--- config.mk ---
export PLATFORM = sky130hd
export DESIGN_NAME = hopfwd_top
export DESIGN_NICKNAME = d
export VERILOG_FILES = /design/src/rtl/hopfwd_pkg.sv /design/src/rtl/hopfwd_route_table.sv /design/src/rtl/hopfwd_decide.sv /design/src/rtl/hopfwd_err_ctr.sv /design/src/rtl/hopfwd_top.sv
export SDC_FILE = /design/constraint.sdc
export NUM_CORES = 1
export LEC_CHECK = 0
export ABC_AREA = 1
export BUFFER_PORTS_ARGS = -buffer_cell sky130_fd_sc_hd__buf_2
export CORE_ASPECT_RATIO = 1.25
export CORE_MARGIN = 2
export CORE_UTILIZATION = 55
export CTS_BUF_LIST = sky130_fd_sc_hd__clkbuf_8
export DETAILED_ROUTE_END_ITERATION = 8
export PLACE_DENSITY_LB_ADDON = 0.05
export SLEW_MARGIN = 20
export SYNTH_ARGS = -nofsm -noshare
export SYNTH_HDL_FRONTEND = slang
export SYNTH_HIERARCHICAL = 1
export SYNTH_SLANG_ARGS = --single-unit
export TNS_END_PERCENT = 20
--- constraint.sdc ---
create_clock -name clk -period 6.36 [get_ports clk]
set_input_delay 1.272 -clock clk [delete_from_list [all_inputs] [get_ports clk]]
set_output_delay 1.272 -clock clk [all_outputs]
set_load 0.05 [all_outputs]
--- src/rtl/hopfwd_pkg.sv ---
package hopfwd_pkg;
   localparam int HOP_W = 8;
   localparam logic [HOP_W-1:0] HOP_MAX = '1;

   typedef enum logic [1:0] {
      ACT_NONE  = 2'd0,
      ACT_LOCAL = 2'd1,
      ACT_FWD   = 2'd2,
      ACT_DROP  = 2'd3
   } hop_act_e;
endpackage

--- src/rtl/hopfwd_route_table.sv ---
module hopfwd_route_table #(
   parameter int ID_W  = 4,
   parameter int PORTS = 4
) (
   input  logic               clk,
   input  logic               rst_n,
   input  logic               wr_en,
   input  logic [ID_W-1:0]    wr_id,
   input  logic [PORTS+1:0]   wr_data,
   input  logic [ID_W-1:0]    rd_id,
   output logic               rd_hit,
   output logic [PORTS-1:0]   rd_mask
);
   localparam int ENTRIES = 1 << ID_W;
   localparam int DW      = PORTS + 2;
   localparam int PIDX_W  = $clog2(PORTS);

   if (PORTS < 2 || (PORTS & (PORTS - 1)) != 0) begin : g_bad_ports
      $error("hopfwd_route_table: PORTS must be a power of two, at least 2");
   end
   if (ID_W < 1 || ID_W > 10) begin : g_bad_idw
      $error("hopfwd_route_table: ID_W out of range");
   end

   logic [DW-1:0] ent_q [ENTRIES];

   for (genvar g = 0; g < ENTRIES; g++) begin : g_ent
      always_ff @(posedge clk) begin
         if (!rst_n)
            ent_q[g] <= '0;
         else if (wr_en && wr_id == ID_W'(g))
            ent_q[g] <= wr_data;
      end
   end

   logic [DW-1:0]     sel;
   logic [PIDX_W-1:0] uni_idx;
   logic [PORTS-1:0]  uni_mask;

   always_comb begin
      sel      = ent_q[rd_id];
      uni_idx  = sel[PIDX_W-1:0];
      uni_mask = PORTS'(1) << uni_idx;
      rd_mask  = sel[PORTS] ? sel[PORTS-1:0] : uni_mask;
      rd_hit   = sel[PORTS+1] && (rd_mask != '0);
   end
endmodule

--- src/rtl/hopfwd_decide.sv ---
module hopfwd_decide
   import hopfwd_pkg::*;
(
   input  logic             maint,
   input  logic             local_rsp,
   input  logic [HOP_W-1:0] hop_in,
   input  logic             route_hit,
   output hop_act_e         act,
   output logic [HOP_W-1:0] hop_out
);
   always_comb begin
      hop_out = hop_in;
      if (local_rsp) begin
         act     = route_hit ? ACT_FWD : ACT_DROP;
         hop_out = HOP_MAX;
      end else if (maint && hop_in == '0) begin
         act = ACT_LOCAL;
      end else begin
         act = route_hit ? ACT_FWD : ACT_DROP;
         if (maint)
            hop_out = hop_in - HOP_W'(1);
      end
   end
endmodule

--- src/rtl/hopfwd_err_ctr.sv ---
module hopfwd_err_ctr #(
   parameter int ERR_W   = 8,
   parameter bit SATURATE = 1'b1
) (
   input  logic             clk,
   input  logic             rst_n,
   input  logic             inc,
   output logic [ERR_W-1:0] cnt
);
   localparam logic [ERR_W-1:0] CNT_MAX = '1;

   if (ERR_W < 1) begin : g_bad_w
      $error("hopfwd_err_ctr: ERR_W must be positive");
   end

   logic [ERR_W-1:0] cnt_q;

   if (SATURATE) begin : g_sat
      always_ff @(posedge clk) begin
         if (!rst_n)
            cnt_q <= '0;
         else if (inc && cnt_q != CNT_MAX)
            cnt_q <= cnt_q + ERR_W'(1);
      end

      assert_err_hold_R9: assert property (@(posedge clk) disable iff (!rst_n)
         cnt_q == CNT_MAX |=> cnt_q == CNT_MAX);
   end else begin : g_wrap
      always_ff @(posedge clk) begin
         if (!rst_n)
            cnt_q <= '0;
         else if (inc)
            cnt_q <= cnt_q + ERR_W'(1);
      end
   end

   assert_err_quiet_R8: assert property (@(posedge clk) disable iff (!rst_n)
      !inc |=> $stable(cnt_q));

   assign cnt = cnt_q;
endmodule

--- src/rtl/hopfwd_top.sv ---
module hopfwd_top
   import hopfwd_pkg::*;
#(
   parameter int ID_W     = 4,
   parameter int PORTS    = 4,
   parameter int TAG_W    = 8,
   parameter int ERR_W    = 8,
   parameter bit ERR_SAT  = 1'b1
) (
   input  logic             clk,
   input  logic             rst_n,
   input  logic             hdr_valid,
   input  logic             hdr_maint,
   input  logic             hdr_local,
   input  logic [ID_W-1:0]  hdr_dest,
   input  logic [7:0]       hdr_hop,
   input  logic [TAG_W-1:0] hdr_tag,
   input  logic             cfg_we,
   input  logic [ID_W-1:0]  cfg_id,
   input  logic [PORTS+1:0] cfg_data,
   output logic             loc_valid,
   output logic             fwd_valid,
   output logic [PORTS-1:0] fwd_mask,
   output logic [7:0]       fwd_hop,
   output logic             fwd_maint,
   output logic             drop_valid,
   output logic [TAG_W-1:0] out_tag,
   output logic [ERR_W-1:0] err_count
);
   if (TAG_W < 1) begin : g_bad_tag
      $error("hopfwd_top: TAG_W must be positive");
   end

   logic             rt_hit;
   logic [PORTS-1:0] rt_mask;
   hop_act_e         act;
   logic [HOP_W-1:0] nxt_hop;
   logic             take_hdr;

   hopfwd_route_table #(.ID_W(ID_W), .PORTS(PORTS)) u_table (
      .clk     (clk),
      .rst_n   (rst_n),
      .wr_en   (cfg_we),
      .wr_id   (cfg_id),
      .wr_data (cfg_data),
      .rd_id   (hdr_dest),
      .rd_hit  (rt_hit),
      .rd_mask (rt_mask)
   );

   hopfwd_decide u_decide (
      .maint     (hdr_maint),
      .local_rsp (hdr_local),
      .hop_in    (hdr_hop),
      .route_hit (rt_hit),
      .act       (act),
      .hop_out   (nxt_hop)
   );

   assign take_hdr = hdr_valid && act != ACT_NONE;

   hopfwd_err_ctr #(.ERR_W(ERR_W), .SATURATE(ERR_SAT)) u_err (
      .clk   (clk),
      .rst_n (rst_n),
      .inc   (take_hdr && act == ACT_DROP),
      .cnt   (err_count)
   );

   always_ff @(posedge clk) begin
      if (!rst_n) begin
         loc_valid  <= 1'b0;
         fwd_valid  <= 1'b0;
         drop_valid <= 1'b0;
         fwd_mask   <= '0;
         fwd_hop    <= '0;
         fwd_maint  <= 1'b0;
         out_tag    <= '0;
      end else begin
         loc_valid  <= take_hdr && act == ACT_LOCAL;
         fwd_valid  <= take_hdr && act == ACT_FWD;
         drop_valid <= take_hdr && act == ACT_DROP;
         fwd_mask   <= (take_hdr && act == ACT_FWD) ? rt_mask : '0;
         fwd_hop    <= nxt_hop;
         fwd_maint  <= hdr_maint || hdr_local;
         if (hdr_valid)
            out_tag <= hdr_tag;
      end
   end

   // one outcome per header
   assert_one_outcome_R11: assert property (@(posedge clk) disable iff (!rst_n)
      $onehot0({loc_valid, fwd_valid, drop_valid}));

   assert_idle_quiet_R11: assert property (@(posedge clk) disable iff (!rst_n)
      !hdr_valid |=> !(loc_valid || fwd_valid || drop_valid));

   assert_zero_local_R1: assert property (@(posedge clk) disable iff (!rst_n)
      hdr_valid && hdr_maint && !hdr_local && hdr_hop == 8'd0 |=> loc_valid);

   assert_hop_dec_R2: assert property (@(posedge clk) disable iff (!rst_n)
      hdr_valid && hdr_maint && !hdr_local && hdr_hop != 8'd0
      |=> loc_valid == 1'b0 && (!fwd_valid || fwd_hop == $past(hdr_hop) - 8'd1));

   assert_rsp_max_R4: assert property (@(posedge clk) disable iff (!rst_n)
      hdr_valid && hdr_local |=> !loc_valid && (!fwd_valid || fwd_hop == 8'hFF));

   assert_fwd_nonempty_R3: assert property (@(posedge clk) disable iff (!rst_n)
      fwd_valid |-> fwd_mask != '0);

   assert_plain_hop_R6: assert property (@(posedge clk) disable iff (!rst_n)
      hdr_valid && !hdr_maint && !hdr_local
      |=> !loc_valid && (!fwd_valid || fwd_hop == $past(hdr_hop)));
endmodule

After elaboration in Yosys (flattened, before gate mapping)
Memory sizes are Yosys's and may differ from the RTL's.
Cells that the tools add are included.
{"block": "word_totals", "out_inout_bits": 32, "register_bits": 32, "mem_count": 1, "elab_cells": 148, "ram_bits": 96}
{"name": "u_table.ent_q", "words": 16, "width": 6, "read_ports": 1, "rd_clocked_by_memory_dff": 0, "wr": 16, "line_no": "hopfwd_route_table.sv:25", "text": "logic [DW-1:0] ent_q [ENTRIES];"}
{"block": "classes", "n_addsub": 2, "eq_ne": 19, "n_shift": 1, "muxes": 72, "n_reduce_logical": 29, "bitwise_logic": 16}
{"op": "2-to-1 mux 6 bit", "n": 16}
{"op": "2-to-1 mux 1 bit", "n": 50}
{"op": "== test 4 bit, second input constant", "n": 8}
{"op": "2-to-1 mux 8 bit", "n": 3}
{"op": "logical AND 1 bit", "n": 23}
{"op": "== test 4 x 3 -> 1 bit, second input constant", "n": 4}
{"op": "OR 1 bit", "n": 16}
{"op": "adder 8 x 1 -> 8 bit, second input constant", "n": 1}
{"op": "== test 4 x 2 -> 1 bit, second input constant", "n": 2}
{"op": "zero test 8 bit", "n": 1}
{"op": "!= test 8 bit, second input constant", "n": 1}
{"op": "subtractor 8 x 1 -> 8 bit, second input constant", "n": 1}
{"op": "== test 2 bit, second input constant", "n": 2}
{"op": "== test 4 x 1 -> 1 bit, second input constant", "n": 1}
{"op": "zero test 4 bit", "n": 1}
{"op": "2-to-1 mux 2 bit", "n": 2}
{"op": "2-to-1 mux 4 bit", "n": 1}
{"op": "nonzero test 4 bit", "n": 1}
{"op": "left shift 1 x 2 -> 4 bit, first input constant", "n": 1}
{"op": "== test 2 x 1 -> 1 bit, second input constant", "n": 1}
{"op": "AND reduction 2 bit", "n": 1}
{"op": "nonzero test 2 bit", "n": 1}
{"op": "logical OR 1 bit", "n": 1}

Longest topological paths before layout
Gate-level depths: netlist of the first run.
An unclocked memory read counts as a cell.
{"block": "logic_depth", "ltp_word": 12, "ltp_mapped": 23, "depth_no_buf": 21}

Modules after synthesis
Netlist of the first run, hierarchy kept.
{"mod": "hopfwd_route_table", "seq_area_each_um2": 2882.8, "cells_per_inst": 522, "n_inst": 1, "area_each_um2": 4750.8}
{"mod": "hopfwd_top", "seq_area_each_um2": 480.5, "cells_per_inst": 87, "n_inst": 1, "area_each_um2": 795.8}
{"mod": "hopfwd_err_ctr", "seq_area_each_um2": 160.2, "cells_per_inst": 76, "n_inst": 1, "area_each_um2": 496.7}
{"mod": "hopfwd_decide", "seq_area_each_um2": 0.0, "cells_per_inst": 61, "n_inst": 1, "area_each_um2": 337.8}

Least setup slack after synthesis of the first run
No wires, ideal clock.
{"block": "synth_path", "path_kind": "in2reg", "startpoint": "input port hdr_dest[1]", "endpoint": "register u_err.cnt_q[3], in the netlist u_err/cnt[3]", "path_slack_ps": 3097, "setup_time_ps": 117, "cell_stages": 21, "required_ps": 6243, "arrival_time_ps": 3146, "cell_sequence": "buf_4 -> inv_2 -> buf_4 -> nand3_1 -> nand3_1 -> nand3_1 -> nand2_2 -> inv_2 -> nand3_1 -> nand2_1 -> nor2_1 -> a21oi_2 -> nand2_1 -> inv_1 -> nor2_1 -> buf_2 -> inv_1 -> nor2_1 -> nand3_1 -> nand2_1 -> nor2_1"}
{"block": "synth_between", "elab_chain_cells": 12}
{"element": "start: declaration", "line_no": "hopfwd_top.sv:15", "text": "input logic [ID_W-1:0] hdr_dest,"}
{"element": "memory (16 x 6 bit) *"}
{"element": "left shift 1 x 2 -> 4 bit", "line_no": "hopfwd_route_table.sv:43", "text": "uni_mask = PORTS'(1) << uni_idx;"}
{"element": "2-to-1 mux 4 bit *", "line_no": "hopfwd_route_table.sv:44", "text": "rd_mask = sel[PORTS] ? sel[PORTS-1:0] : uni_mask;"}
{"element": "net rt_mask[1]", "line_no": "hopfwd_top.sv:35", "text": "logic [PORTS-1:0] rt_mask;"}
{"element": "nonzero test 4 bit *", "line_no": "hopfwd_route_table.sv:45", "text": "rd_hit = sel[PORTS+1] && (rd_mask != '0);"}
{"element": "logical AND 1 bit *", "line_no": "hopfwd_route_table.sv:45"}
{"element": "net rt_hit", "line_no": "hopfwd_top.sv:34", "text": "logic rt_hit;"}
{"element": "2-to-1 mux 1 bit *", "line_no": "hopfwd_decide.sv:14, hopfwd_decide.sv:19"}
{"element": "2-to-1 mux 2 bit", "line_no": "hopfwd_decide.sv:16", "text": "end else if (maint && hop_in == '0) begin"}
{"element": "2-to-1 mux 2 bit *", "line_no": "hopfwd_decide.sv:13", "text": "if (local_rsp) begin"}
{"element": "net act[0]", "line_no": "hopfwd_top.sv:36", "text": "hop_act_e act;"}
{"element": "nonzero test 2 bit", "line_no": "hopfwd_top.sv:60", "text": "assign take_hdr = hdr_valid && act != ACT_NONE;"}
{"element": "logical AND 1 bit", "line_no": "hopfwd_top.sv:60"}
{"element": "logical AND 1 bit *", "line_no": "hopfwd_top.sv:65", "text": ".inc (take_hdr && act == ACT_DROP),"}
{"element": "logical AND 1 bit *", "line_no": "hopfwd_err_ctr.sv:22", "text": "else if (inc && cnt_q != CNT_MAX)"}
{"element": "end signal: assignment", "line_no": "hopfwd_err_ctr.sv:23", "text": "cnt_q <= cnt_q + ERR_W'(1);"}
{"element": "end: declaration", "line_no": "hopfwd_err_ctr.sv:16", "text": "logic [ERR_W-1:0] cnt_q;"}
The timed path passes the listed nets; every way through them passes the cells marked *.
A chain may end at the register's enable or synchronous reset.

Worst setup path in the final report of the first run
{"block": "layout_path", "startpoint": "input port hdr_dest[0]", "endpoint": "register u_err.cnt_q[4], in the netlist u_err/cnt[4]"}
The elaborated chain is that of the path after synthesis.

==> impl_metrics.py, run 1 <==
metrics = {
    "clock_tree": {
        "root_buffer": "clkbuf_8",
        "clock_sinks": 128,
        "path_clk_slew_ps": 80,
        "cts_setup_buffers": 0,
        "cts_buffers": 17,
        "htree_num_levels": 4,
        "postCtsHoldBufs": 0,
        "insertion_delay_ps": 440,
        "cts_resized": 0,
        "cts_tree": "built",
        "cts_buffer_depth": 2,
    },
    "worst_setup_path": {
        "crit_arrival_ps": 4500,
        "worstSetupPathType": "input pin to register",
        "critPathMaxStageDelay_ps": 720,
        "crit_chain": "buf_2, inv_6, nand2_1, nand3_1, nand3_1, nand3_1, nand2_2, inv_1, nand3_1, nand2_1, nor2_1, a21oi_2, nand2_1, inv_1, nor2_1, nand2_1, nor2_1, nand3_1, nand2_1, nor2_1",
        "cp.required_ps": 6700,
        "worstSetupStartpointType": "input pin",
        "crit_path_top_delay_cell": "buf_2",
        "end_kind": "register",
        "worstPathMaxFanout": 54,
    },
    "timing": {
        "period_share_pct": 65.4,
        "finalCriticalPeriod_ps": 4160,
        "rsz0062_at_grt": "no",
        "max_freq_mhz": 240,
        "max_slew_margin_pct": 33.7,
        "hold_violations": 0,
        "drv_slew": 0,
        "layout_setup_ws_ps": 2200,
        "setup_violations": 0,
        "timing_worst_slew_pin_value_ps": 985,
        "worst_clock_skew_ps": 13.5,
        "setup_tns_ps": 0,
    },
    "route": {
        "drc": 0,
        "top_layer": "met4",
        "wirelength_mm": 14.8,
        "dr.pass1.iters": 6,
        "vias": 5184,
        "wl_met3_mm": 1.03,
        "ant_nets": 0,
        "route.met2.wl_mm": 7.45,
        "wl_per_cell_um": 15.5,
        "post_drt_via_cell_ratio": 5.45,
        "wl_met1_mm": 5.98,
        "initialDrtViolationCount": 449,
    },
    "synthesis": {
        "synth_adder_area_share_pct": 0.392,
        "syn_nets": 784,
        "synth-main-ff-cell": "edfxtp_1",
        "synthCells": 746,
        "ys_ff_latch": 128,
        "synth_compound_area_share_pct": 5.84,
        "synthXorXnorAreaFrac_pct": 0,
        "ys.warnings.count": 6,
        "netlist_area_um2": 6380,
        "post-synth-top-area-cell": "edfxtp_1",
        "synth_most_common_cell": "nor2_1",
        "ys_async_sr_fraction_pct": 0,
        "synth_mux_area_share_pct": 0,
        "synth_commonest_cells": "172 x nor2_1, 137 x nand2_1, 96 x edfxtp_1",
        "synth_edf_count": 96,
        "synth_top_family_by_area": "simple AND/OR/NAND/NOR gates",
        "netlist.area_leader.share_pct": 45.2,
        "yosysUniqueCellTypes": 33,
        "synth_simple_gate_area_share_pct": 29.4,
        "syn_avg_cell_area_um2": 8.55,
        "seq_area_frac_synth_pct": 55.2,
        "synth_area_leaders": "edfxtp_1 45%, nor2_1 10%, dfxtp_1 10%",
    },
    "placed_design": {
        "dp_slack_ps": 1760,
        "gp_congestion": 0.872,
        "port-buffer-count": 67,
        "dpl.hpwl_mm": 9.81,
    },
    "floorplanning": {
        "dieArea_um2": 12500,
        "std_cell_rows": 44,
        "die_h_um": 124,
        "die_width_um": 100,
        "num_io_pins": 68,
        "initial_core_util_pct": 55.7,
        "core-area_um2": 11500,
    },
    "global_routing": {
        "gr-usage-all-layers_pct": 24.6,
        "grt_pass1_wl_mm": 23.9,
        "grt_max_degree": 59,
        "grt_pass1_vias": 4867,
        "grt-ovfl-total": 0,
        "antenna_found_initial": 0,
    },
    "layout": {
        "drive_above_1_share_pct": 16.6,
        "fillers": 982,
        "area_growth_pct": 11.1,
        "num-nets-final": 838,
    },
    "pwr": {
        "pwr_density_cell_nw_per_um2": 275,
        "ir_worst_vdd_mv": 0.210,
        "p_leak_nw": 3.21,
    },
    "hold_path": {
        "hold_path_class": "register to register",
    },
    "job": {
        "timing.max_cap.violations": 0,
    },
    "status": {
        "status": "finished clean",
    },
}
## layout make-up
class	instances	area, µm²	area share (%)
flip-flops and latches	128	3520	49.7
clock inverters	14	191	2.70
well taps	138	173	2.44
diodes	1	2.50	0.0353
clock buffers	17	234	3.30
multi-input cells	493	2270	32.1
repair buffers	68	343	4.84
inverters	92	350	4.94
## cell usage in the layout (no fill, tap or decap), types with 3 or more instances in the layout
| master | netlist | final |
|---|---|---|
| nand2_1 | 137 | 137 |
| clkbuf_8 | 0 | 17 |
| buf_2 | 7 | 67 |
| nand3_1 | 75 | 75 |
| nor2_1 | 172 | 172 |
| bufinv_16 | 0 | 4 |
| nor3_2 | 7 | 7 |
| o21ai_0 | 39 | 39 |
| edfxtp_1 | 96 | 96 |
| dfxtp_1 | 32 | 32 |
| o221ai_1 | 4 | 4 |
| nand4_1 | 9 | 9 |
| inv_2 | 5 | 5 |
| a21oi_1 | 9 | 9 |
| o211ai_1 | 4 | 4 |
| o21ai_1 | 5 | 5 |
| o21ai_2 | 3 | 3 |
| clkinvlp_4 | 0 | 3 |
| nor2_2 | 3 | 3 |
| nand2_2 | 9 | 9 |
| clkinv_4 | 0 | 3 |
| inv_1 | 86 | 86 |
## power by group
group          total [W]  switching, W  leakage [nW]  internal, W
registers       0.000962     0.0000169          1.18     0.000945
logic           0.000240      0.000179          1.82    0.0000606
clock network   0.000747      0.000323         0.205     0.000424
## critical path, delay by kind of cell
kind	cells	cell delay, ps
buffers and inverters	4	1120
AND/OR/NAND/NOR	15	2020
AO/OA/AOI/OAI	1	60
## through the flow
stage | total power, W | utilization (%) | std cells | hold slack [ps] | instance area (µm²)
after floorplan | 0.00116 | - | 746 | 679 | 6380
after global placement | 0.00121 | 58.2 | 919 | 464 | 6660
after detailed placement | 0.00122 | 58.2 | 919 | 475 | 6660
after CTS | 0.00196 | 61.9 | 950 | 495 | 7090
after global routing | 0.00203 | 61.9 | 950 | 518 | 7090
final | 0.00195 | 61.9 | 951 | 494 | 7090
## routing by layer
metal | vias to the layer above | global-route usage (%)
li1 | 2528 | -
met3 | 36 | 6.17
met1 | 2412 | 29.2
met4 | 0 | 9.02
met2 | 208 | 42.6
met5 | - | 0
## registers in the layout (all words and copies together), names as in the netlist
| signal | count |
|---|---|
| u_table/ent_q | 96 |
| fwd_valid | 1 |
| fwd_mask | 4 |
| drop_valid | 1 |
| fwd_maint | 1 |
| out_tag | 8 |
| u_err/cnt | 8 |
| loc_valid | 1 |
| fwd_hop | 8 |
## kinds of logic after synthesis
kind of cell,count (synthesis)
compound gates,66
fa+ha+maj,2
buf+inv,125
flops,128
simple gates,425
## final timing paths
path	start	endpoint	slack, ps	cells past startpoint
setup / recovery	hdr_dest[0]	u_err/cnt[4]$_SDFFE_PN0P_	2200	20
hold reg to reg	out_tag[5]$_SDFFE_PN0P_	out_tag[5]$_SDFFE_PN0P_	490	2
setup reg to reg	u_table/ent_q[4][0]$_SDFFCE_PN0P_	u_err/cnt[4]$_SDFFE_PN0P_	3670	17
hold / removal	out_tag[5]$_SDFFE_PN0P_	out_tag[5]$_SDFFE_PN0P_	490	2
Note: power is estimated with default switching activity, not from simulation.
==> inputs of run 2 (changes only) <==
==> constraint.sdc (replaced) <==
create_clock -name clk -period 3.35 [get_ports clk]
set_input_delay 0.67 -clock clk [delete_from_list [all_inputs] [get_ports clk]]
set_output_delay 0.67 -clock clk [all_outputs]
set_load 0.05 [all_outputs]
==> run 2 against run 1 <==
Effect of this change: non-clock buffer count rose by 12; critical path depth rose by 1; routed wire length is 1.6% higher; clock skew shrank 5.2 ps.
==> impl_metrics.py, run 2 (synthesized netlist as in run 1, its figures left out) <==
metrics = {
    "status": {
        "status": "finished clean",
    },
    "placed_design": {
        "place_inst": 931,
        "dp_slack_ps": 121,
        "port-buffer-count": 67,
        "dpl.hpwl_mm": 10.4,
        "postPlaceCellArea_um2": 6750,
        "gp_congestion": 0.925,
    },
    "global_routing": {
        "top_usage_layer": "met2",
        "antenna_found_initial": 0,
        "met1_usage_pct": 30.7,
        "gr-usage-all-layers_pct": 25.0,
        "grt_max_degree": 44,
        "grt-ovfl-total": 0,
        "use_met2_pct": 41.3,
        "grt_pass1_wl_mm": 24.0,
        "grt.met3_usage_pct": 6.00,
        "grt_pass1_vias": 5003,
    },
    "pwr": {
        "p_sw_w": 0.000993,
        "p_sw_share_pct": 27.8,
        "power.share.clock_pct": 35.6,
        "pwr_density_cell_nw_per_um2": 500,
        "power_frac_comb_pct": 13.2,
        "ir_worst_vdd_mv": 0.340,
        "p_leak_nw": 3.24,
        "seq_power_share_pct": 51.2,
        "p_int_w": 0.00257,
    },
    "worst_setup_path": {
        "cp.required_ps": 3670,
        "crit_arrival_ps": 3130,
        "worstSetupStartpointType": "input pin",
        "end_kind": "register",
        "worstSetupPathType": "input pin to register",
        "worstPathMaxFanout": 43,
    },
    "clock_tree": {
        "root_buffer": "clkbuf_8",
        "cts_buffers": 17,
        "htree_num_levels": 4,
        "insertion_delay_ps": 430,
        "cts_setup_buffers": 0,
        "path_clk_slew_ps": 70,
        "cts_buffer_depth": 2,
        "cts_resized": 0,
        "postCtsHoldBufs": 0,
        "cts_tree": "built",
        "clock_sinks": 128,
    },
    "layout": {
        "drive_above_1_share_pct": 17.6,
        "mostFrequentLayoutCells": "172 x nor2_1, 137 x nand2_1, 96 x edfxtp_1",
        "final_common_cell": "nor2_1",
        "n_antenna_cell": 0,
        "largest_reg_flops": 96,
        "multiInputGateArea_um2": 2270,
        "area_growth_pct": 11.8,
        "finalInstanceArea_um2": 7130,
        "num-nets-final": 850,
        "fillers": 1004,
        "registers.top_by_ff_count": "u_table/ent_q",
        "regArea_um2": 3520,
        "instances_no_fill": 963,
    },
    "route": {
        "dr.pass1.iters": 5,
        "wirelength_mm": 15.0,
        "post_drt_via_cell_ratio": 5.37,
        "initialDrtViolationCount": 315,
        "drc": 0,
        "wl_per_cell_um": 15.6,
        "ant_nets": 0,
        "vias": 5172,
    },
    "timing": {
        "max_slew_margin_pct": 39.5,
        "rsz0062_at_grt": "no",
        "drv_slew": 0,
        "finalCriticalPeriod_ps": 2800,
        "setup_tns_ps": 0,
        "layout_setup_ws_ps": 548,
        "period_share_pct": 83.6,
        "hold_ws_ps": 470,
        "worst_clock_skew_ps": 8.31,
        "max_freq_mhz": 357,
        "setup_violations": 0,
        "hold_violations": 0,
        "timing_worst_slew_pin_value_ps": 897,
    },
    "hold_path": {
        "hold_path_class": "input pin to register",
    },
    "floorplanning": {
        "std_cell_rows": 44,
        "dieArea_um2": 12500,
        "die_h_um": 124,
        "initial_core_util_pct": 55.7,
        "core-area_um2": 11500,
        "num_io_pins": 68,
        "die_width_um": 100,
    },
    "job": {
        "timing.max_cap.violations": 0,
    },
}
run 2: layout make-up:
type | instances | area share (%)
clock buffers | 17 | 3.28
clock inverters | 15 | 2.05
inverters | 92 | 4.91
multi-input cells | 493 | 31.9
flip-flops and latches | 128 | 49.4
well taps | 138 | 2.42
repair buffers | 80 | 6.07
run 2: path summary, 6_finish.rpt:
kind                                                          from                        end  depth (start not counted)  slack [ps]
worst max-delay path                                   hdr_dest[0]  u_err/cnt[4]$_SDFFE_PN0P_                         21         550
worst min-delay path                                    hdr_tag[7]    out_tag[7]$_SDFFE_PN0P_                          3         470
worst max register to register  u_table/ent_q[11][1]$_SDFFCE_PN0P_  u_err/cnt[4]$_SDFFE_PN0P_                         19        1040
worst min register to register           u_err/cnt[6]$_SDFFE_PN0P_  u_err/cnt[6]$_SDFFE_PN0P_                          2         480
run 2: power groups by stage:
| stage | Combinational, W | Clock [W] | Sequential, W |
|---|---|---|---|
| finish | 0.000471 | 0.00127 | 0.00183 |
| global route | 0.000519 | 0.00137 | 0.00183 |
| CTS | 0.000468 | 0.00129 | 0.00183 |
| detailed placement | 0.000466 | 0 | 0.00186 |
| global placement | 0.000460 | 0 | 0.00186 |
| floorplan | 0.000270 | 0 | 0.00193 |
run 2: routing by layer:
| layer | part of all wire [%] | wire (µm) |
|---|---|---|
| met4 | 3.4 | 515 |
| met1 | 41 | 6150 |
| met5 | 0 | 0 |
| met3 | 6.5 | 973 |
| met2 | 49 | 7380 |
run 2: critical path: stages:
cell and delay [ps]:
buf_2 370, inv_6 210, nand2_1 110, nand3_1 90, nand3_1 120, nand3_1 120, nand2_2 130, inv_2 60
nand3_1 60, nand2_1 70, nor2_1 140, a21oi_2 70, nand2_1 80, inv_1 80, nor2_1 110, buf_4 180
nand2_1 80, nor2_1 130, nand3_1 100, nand2_1 70, nor2_1 40
run 2: per-stage QoR:
step / power (W) / util (%)
final: 0.00357 / 62.3
after global routing: 0.00372 / 62.3
after CTS: 0.00359 / 62.3
after detailed placement: 0.00233 / 59.0
after global placement: 0.00232 / 59.0
after floorplan: 0.00220 / -
